===== src/rtl/wdg_pkg.sv =====
package wdg_pkg;
    typedef enum logic [1:0] {ST_OFF, ST_RUN, ST_PULSE, ST_HALT} wdg_state_e;

    localparam logic [3:0]  OFS_MODE  = 4'h0;
    localparam logic [3:0]  OFS_CTRL  = 4'h4;
    localparam logic [3:0]  OFS_KICK  = 4'h8;
    localparam logic [3:0]  OFS_STAT  = 4'hC;
    localparam logic [11:0] MODE_KEY  = 12'hABC;
    localparam logic [11:0] CTRL_KEY  = 12'h248;
    localparam logic [31:0] KICK_WORD = 32'h0000_1999;
    localparam int          RELOAD_W  = 12;

    typedef struct packed {
        logic [1:0] plen;
        logic       irq_en;
        logic       rst_en;
        logic       en;
    } mode_t;

    typedef struct packed {
        logic [RELOAD_W-1:0] reload;
        logic [1:0]          psel;
    } ctrl_t;
endpackage


===== src/rtl/wdg_regs.sv =====
module wdg_regs
    import wdg_pkg::*;
(
    input  logic        clk,
    input  logic        rst_n,
    input  logic [3:0]  addr,
    input  logic        we,
    input  logic [31:0] wdata,
    input  logic        expired,
    output logic [31:0] rdata,
    output mode_t       mode_q,
    output ctrl_t       ctrl_q,
    output logic        start_p,
    output logic        kick_p
);
    logic mode_wr, ctrl_wr;

    assign mode_wr = we && (addr == OFS_MODE) && (wdata[23:12] == MODE_KEY);
    assign ctrl_wr = we && (addr == OFS_CTRL) && (wdata[25:14] == CTRL_KEY);
    assign start_p = mode_wr && wdata[0] && !mode_q.en;
    assign kick_p  = we && (addr == OFS_KICK) && (wdata == KICK_WORD);

    always_ff @(posedge clk or negedge rst_n) begin
        if (!rst_n) begin
            mode_q <= '0;
            ctrl_q <= '0;
        end else begin
            if (mode_wr) mode_q <= {wdata[5:4], wdata[2], wdata[1], wdata[0]};
            if (ctrl_wr) ctrl_q <= wdata[13:0];
        end
    end

    always_comb begin
        case (addr)
            OFS_MODE: rdata = {26'd0, mode_q.plen, 1'b0, mode_q.irq_en, mode_q.rst_en, mode_q.en};
            OFS_CTRL: rdata = {18'd0, ctrl_q};
            OFS_STAT: rdata = {31'd0, expired};
            default:  rdata = '0;
        endcase
    end

    assert_mode_key_guard_R2: assert property (@(posedge clk) disable iff (!rst_n)
        (we && addr == OFS_MODE && wdata[23:12] != MODE_KEY) |=> $stable(mode_q));
    assert_ctrl_key_guard_R3: assert property (@(posedge clk) disable iff (!rst_n)
        (we && addr == OFS_CTRL && wdata[25:14] != CTRL_KEY) |=> $stable(ctrl_q));
endmodule


===== src/rtl/wdg_prescaler.sv =====
module wdg_prescaler #(
    parameter int BASE_LOG2 = 3,
    parameter int STEP_LOG2 = 3
) (
    input  logic       clk,
    input  logic       rst_n,
    input  logic       run,
    input  logic       clear,
    input  logic [1:0] psel,
    output logic       tick
);
    localparam int W = BASE_LOG2 + 3 * STEP_LOG2;

    logic [W-1:0] cnt;
    logic [W-1:0] lims [4];

    for (genvar g = 0; g < 4; g++) begin : g_lim
        assign lims[g] = W'((64'd1 << (BASE_LOG2 + STEP_LOG2 * g)) - 64'd1);
    end

    assign tick = run && !clear && (cnt == lims[psel]);

    always_ff @(posedge clk or negedge rst_n) begin
        if (!rst_n)               cnt <= '0;
        else if (clear || !run)   cnt <= '0;
        else if (tick)            cnt <= '0;
        else                      cnt <= cnt + 1'b1;
    end

    assert_tick_spaced_R4: assert property (@(posedge clk) disable iff (!rst_n)
        tick |=> !tick);
endmodule


===== src/rtl/wdg_fsm.sv =====
module wdg_fsm
    import wdg_pkg::*;
#(
    parameter int SCALE_LOG2 = 12
) (
    input  logic                clk,
    input  logic                rst_n,
    input  mode_t               mode,
    input  logic [RELOAD_W-1:0] reload,
    input  logic                start_p,
    input  logic                kick_p,
    input  logic                tick,
    output logic                run,
    output logic                load,
    output logic                wdt_rst,
    output logic                wdt_irq,
    output logic                expired
);
    localparam int CW = RELOAD_W + SCALE_LOG2;

    wdg_state_e   state, nxt;
    logic [CW-1:0] cnt;
    logic [4:0]    pcnt;
    logic          timeout;

    assign load    = start_p || (kick_p && mode.en);
    assign timeout = (state == ST_RUN) && tick && (cnt <= CW'(1));

    always_comb begin
        nxt = state;
        if (load) begin
            nxt = ST_RUN;
        end else if (!mode.en) begin
            nxt = ST_OFF;
        end else begin
            unique case (state)
                ST_OFF:   nxt = ST_OFF;
                ST_RUN:   if (timeout) nxt = mode.rst_en ? ST_PULSE : ST_HALT;
                ST_PULSE: if (pcnt == 5'd1) nxt = ST_HALT;
                ST_HALT:  nxt = ST_HALT;
            endcase
        end
    end

    always_ff @(posedge clk or negedge rst_n) begin
        if (!rst_n) state <= ST_OFF;
        else        state <= nxt;
    end

    always_ff @(posedge clk or negedge rst_n) begin
        if (!rst_n) begin
            cnt  <= '0;
            pcnt <= '0;
        end else begin
            if (load)                             cnt <= CW'(reload) << SCALE_LOG2;
            else if (state == ST_RUN && tick && cnt != '0) cnt <= cnt - 1'b1;
            if (timeout)                          pcnt <= 5'(5'd2 << mode.plen);
            else if (state == ST_PULSE && pcnt != '0) pcnt <= pcnt - 1'b1;
        end
    end

    always_comb begin
        run     = (state == ST_RUN);
        expired = (state == ST_PULSE) || (state == ST_HALT);
        wdt_rst = (state == ST_PULSE);
        wdt_irq = expired && mode.irq_en;
    end

    assert_disable_quiet_R9: assert property (@(posedge clk) disable iff (!rst_n)
        !mode.en |=> (!wdt_rst && !wdt_irq && !expired));
    assert_kick_clears_R5: assert property (@(posedge clk) disable iff (!rst_n)
        (kick_p && mode.en) |=> !expired);
    assert_timeout_on_tick_R4: assert property (@(posedge clk) disable iff (!rst_n)
        $rose(expired) |-> $past(tick));
    assert_pulse_ends_halt_R7: assert property (@(posedge clk) disable iff (!rst_n)
        ($fell(wdt_rst) && mode.en && !$past(kick_p)) |-> expired);
endmodule


===== src/rtl/keyed_watchdog.sv =====
module keyed_watchdog
    import wdg_pkg::*;
#(
    parameter int SCALE_LOG2    = 12,
    parameter int PRE_BASE_LOG2 = 3,
    parameter int PRE_STEP_LOG2 = 3
) (
    input  logic        clk,
    input  logic        rst_n,
    input  logic [3:0]  bus_addr,
    input  logic        bus_we,
    input  logic [31:0] bus_wdata,
    output logic [31:0] bus_rdata,
    output logic        wdt_rst,
    output logic        wdt_irq
);
    mode_t mode_q;
    ctrl_t ctrl_q;
    logic  start_p, kick_p, expired, run, load, tick;

    wdg_regs u_regs (
        .clk(clk), .rst_n(rst_n), .addr(bus_addr), .we(bus_we), .wdata(bus_wdata),
        .expired(expired), .rdata(bus_rdata), .mode_q(mode_q), .ctrl_q(ctrl_q),
        .start_p(start_p), .kick_p(kick_p)
    );

    wdg_prescaler #(.BASE_LOG2(PRE_BASE_LOG2), .STEP_LOG2(PRE_STEP_LOG2)) u_pre (
        .clk(clk), .rst_n(rst_n), .run(run), .clear(load), .psel(ctrl_q.psel), .tick(tick)
    );

    wdg_fsm #(.SCALE_LOG2(SCALE_LOG2)) u_fsm (
        .clk(clk), .rst_n(rst_n), .mode(mode_q), .reload(ctrl_q.reload),
        .start_p(start_p), .kick_p(kick_p), .tick(tick), .run(run), .load(load),
        .wdt_rst(wdt_rst), .wdt_irq(wdt_irq), .expired(expired)
    );
endmodule


===== config.mk =====
export PLATFORM = sky130hd
export DESIGN_NAME = keyed_watchdog
export DESIGN_NICKNAME = d
export VERILOG_FILES = /design/src/rtl/wdg_pkg.sv /design/src/rtl/wdg_regs.sv /design/src/rtl/wdg_prescaler.sv /design/src/rtl/wdg_fsm.sv /design/src/rtl/keyed_watchdog.sv
export SDC_FILE = /design/constraint.sdc
export NUM_CORES = 1
export LEC_CHECK = 0
export ABC_CLOCK_PERIOD_IN_PS = 4250
export BUFFER_PORTS_ARGS = -buffer_cell sky130_fd_sc_hd__clkbuf_2
export CAP_MARGIN = 20
export CORE_MARGIN = 5
export CORE_UTILIZATION = 40
export DETAILED_ROUTE_END_ITERATION = 10
export SLEW_MARGIN = 20
export SYNTH_ARGS = -nofsm -noshare
export SYNTH_HDL_FRONTEND = slang
export SYNTH_HIERARCHICAL = 1
export SYNTH_SLANG_ARGS = --single-unit

===== constraint.sdc =====
create_clock -name clk -period 4.25 [get_ports clk]
set_input_delay 0.85 -clock clk [delete_from_list [all_inputs] [get_ports clk]]
set_output_delay 0.85 -clock clk [all_outputs]
set_load 0.1 [all_outputs]

==> results <==
- The final core area utilization is 0.4711.
- The synthesized area is 3787 sq um.
- The number of max-slew violations in the final report is 0.
- The worst register-to-register path ends at u_fsm/cnt[22].
- The worst hold path startpoint is u_pre/cnt[0].
- The estimated wirelength of the detail-placed design is 6832 um.
- For this design, the sink count on the clock tree is 62.
- The worst relative slew slack is 0.3870.
- In the layout the commonest cells are dfrtp_1, clkbuf_2, nor2_1.
- The maximum operating frequency is 0.2670 GHz.
- The detail-routed net length per standard cell is 15.77 um.
- The initial antenna violation count was 0.
- The number of global-route vias before repair was 2864.
- The worst path required time is 4.50 ns.
- The core footprint is 9240 sq um.
- The via density per instance is 5.406.
- Of the total power, the clock network draws 0.447.
- Clock-pin slew was measured on the worst setup and hold paths at 0.06 ns.
- The most used flip-flop cell after synthesis is dfrtp_1.
- Clock skew on the completed layout was measured at 0.008225 ns.
- The all-layer global routing usage is 0.1596.
- The count of inserted antenna diode cells is 0.
- The worst setup path category is primary input to register.
- The area growth from synthesis to layout is 14.93%.
- The post-synthesis share of cell area spent on and, or, nand and nor gates is 0.2841.
- The critical register-to-register path startpoint is u_regs/mode_q[0].
- Hold repair after CTS inserted 0 buffers.
- The later pin in the worst-skew pair is clocked with a latency of 0.34 ns.
- The final-layout setup total negative slack is 0 ns.
- In this run the cell area measured after placement is 4138 sq um.
- The synthesized design contains 0 enable-type register cells.
- In this run the core area contains 35 standard-cell rows.
- The worst setup path endpoint is u_fsm/cnt[22].
- The TritonCTS clock tree is done.
- The register share of total power is 0.462.
- Of the total power, the share spent switching nets is 0.2534.
- The number of search-and-repair iterations in the first detailed-routing pass is 4.
- The number of warning messages in the yosys log is 6.
- Measured along the x axis, the die boundary spans 107.3 um.
- The switching component of the power is 323.4 uW.
- The worst hold path belongs to the class register to register.
- The final non-filler cell total is 577.
- The gate count of the mapped netlist is 385.
- The count of endpoints failing hold in the final timing report was 0.
- The global-route wire length before repair is 14590 um.
- The worst setup path is captured at a register.
- In this run the power density over the cells is 293.2 nW/um^2.
- The post-detailed-routing wire length is 9099 um.
- By area, the combinational part of the netlist is dominated by simple AND/OR/NAND/NOR gates.
- The average size of a mapped cell is 9.837 sq um.
- The share of total power dissipated in combinational logic is 0.090.
- The start point of the critical path is bus_addr[2].
- For this configuration, the core starts out at a cell density of 0.4099.
- The flow ran to the end, and the final reports show no timing, DRC or antenna violations.
- The cell area after layout is 4353 sq um.
- After clock tree synthesis, the repair step resized 0 gates.
- The setup slack of the most critical reg-to-reg path is 1.01 ns.
- Port buffering added 54 buffers.
- The largest fanout of any net on the critical path is 12.
- The fraction of synthesized cell area in xor and xnor cells is 0.04394.
- The transition time at the pin with the least slew margin is 0.9194 ns.
- In this run, placement finished with an instance count of 561.
- The total CTS buffers is 9.
- The worst setup path is launched from a primary input.
- After layout, the worst setup slack is 0.5042 ns.
- Of the synthesized area, sequential elements account for 0.4096.
- The floorplan step defined a die boundary enclosing 11510 sq um.
- The largest net degree at the start of global routing is 41.
- The share of post-route cells with drive strength above 1 is 0.2522.
- Post-CTS timing repair inserted 0 buffers for setup.
- After synthesis the netlist holds a flip-flop and latch count of 62.
- Of the total synthesized cell area, the portion taken by full adders, half adders and majority gates is 0.02313.
- The most common cell after layout, fill and taps aside is dfrtp_1.
- Dividing the final minimum period by the clock period gives 0.8814.
- The final estimated routing congestion in global placement is 0.8636.
- The largest voltage drop on the vdd net is 0.1701 mV.
- Overall power consumption after layout is estimated at 1.276 mW.
- The via count of the routed design is 3119.
- Setup repair after global routing left no endpoint under its margin.
- Clock tree synthesis selected as its root buffer the cell clkbuf_8.
- The max-cap check violation count is 0.
- For the worst setup path, the data arrival time is 4.00 ns.
- The clock tree buffer depth is 2.
- For this design the top-level I/O count stands at 73.
- At the placement stage, the worst setup path has a slack of 0.1850 ns.
- The cell-internal power is 952.9 uW.
- The share of synthesized flip-flops with an asynchronous set or reset is 1.000.
- The analysis attributes to cell leakage a power of 2.011 nW.
- The depth of the worst register-to-register path is 11.
- The worst path in the final design needs a cycle of 3.746 ns, including I/O delays and setup.
- Measured along the y axis, the die boundary spans 107.3 um.
- The first-iteration detailed-routing DRC count is 204.
- Final hold analysis gives a worst-case slack of 0.4573 ns.
- The H-tree was split into 3 levels.
- The detailed-route DRC error count is 0.
- After the last flow step, the layout net total stands at 489.
- The fraction of the mapped netlist area in compound gates is 0.1127.
- The number of failing setup endpoints in the final timing report is 0.
- Global routing finished with a remaining overflow of 0.
- The netlist uses 66 different library cells.
- The number of nets still failing antenna checks after routing is 0.
- After synthesis, the share of cell area in mux cells is 0.06739.
==> critical path, stage by stage <==
cell      delay (ns)
clkbuf_2        0.16
and4bb_2        0.24
nand4_1         0.08
nor4_1          0.06
a21oi_2         0.16
inv_1           0.06
nand2b_1        0.22
a2111o_1        0.47
nor3_1          0.16
and3b_1         0.21
and2_1          0.20
o211ai_1        0.35
or4b_1          0.59
a31oi_1         0.17
==> routing by layer <==
metal	track usage	share of wire
met3	0.02939	0.068
met1	0.2204	0.47
met2	0.2480	0.46
met5	0	0
met4	0.06119	0.010
==> power groups by stage <==
| stage | clock (mW) | combinational [mW] | sequential, mW |
|---|---|---|---|
| global placement | 0 | 0.115 | 0.601 |
| CTS | 0.590 | 0.116 | 0.590 |
| detailed placement | 0 | 0.116 | 0.601 |
| global route | 0.616 | 0.122 | 0.590 |
| floorplan | 0 | 0.0893 | 0.601 |
| finish | 0.571 | 0.115 | 0.590 |
==> state kept, by name, indices dropped and copies added (netlist names) <==
| signal | cells |
|---|---|
| u_fsm/pcnt | 5 |
| u_fsm/state | 2 |
| u_regs/ctrl_q | 14 |
| u_pre/cnt | 12 |
| u_regs/mode_q | 5 |
| u_fsm/cnt | 24 |
==> synthesized netlist by cell type, types with 3 or more instances <==
master | n | area share
nor3b_1 | 3 | 0.0059
o41ai_1 | 5 | 0.012
a21oi_1 | 7 | 0.0092
nor4_1 | 8 | 0.013
nor2_1 | 43 | 0.043
or4_1 | 3 | 0.0059
nand3_1 | 15 | 0.020
o31ai_1 | 3 | 0.0059
nand2_1 | 25 | 0.025
buf_4 | 18 | 0.036
nand4b_1 | 4 | 0.0092
and2_1 | 13 | 0.021
nor4_4 | 3 | 0.017
dfrtp_1 | 62 | 0.41
nor3_1 | 12 | 0.016
o211ai_1 | 6 | 0.012
xnor2_1 | 12 | 0.028
nor4b_1 | 3 | 0.0069
o21ai_0 | 8 | 0.011
or3_1 | 11 | 0.018
xor2_1 | 7 | 0.016
a31oi_1 | 10 | 0.017
a22o_2 | 3 | 0.0079
mux2_2 | 20 | 0.059
mux2i_1 | 3 | 0.0079
clkbuf_1 | 8 | 0.0079
nand4_1 | 8 | 0.013
ha_1 | 7 | 0.023
nor2b_1 | 4 | 0.0066
nand3b_1 | 3 | 0.0059
inv_1 | 8 | 0.0079
==> worst min path at each step <==
stage          cells after the start           end  slack (ns)
6_report                           1  u_pre/cnt[0]        0.46
3_5_place_dp                       1  u_pre/cnt[0]        0.45
5_1_grt                            1  u_pre/cnt[0]        0.48
2_1_floorplan                      1  u_pre/cnt[0]        0.43
3_3_place_gp                       1  u_pre/cnt[0]        0.45
4_1_cts                            1  u_pre/cnt[0]        0.46
==> logic make-up (layout without fill, tap and decap cells) <==
family                     Yosys count  count (layout)
other                                1              18
xor gates and xnor gates            19              19
adders and majority gates            7               7
DFF                                 62              62
muxes                               23              23
buffers and inverters               38              84
and+or+nand+nor                    177             177
AOI/OAI and AO/OA                   58              58
==> cell type report <==
class	instances	area [sq um]
fill	888	4887
multi-input combinational	302	2083
sequential	62	1551
timing repair buffer	59	307.8
tap	129	161.4
clock buffer	12	145.1
clock inverter	4	70.07
inverter	9	33.78
No activity file was read; power rests on OpenSTA's default activity.
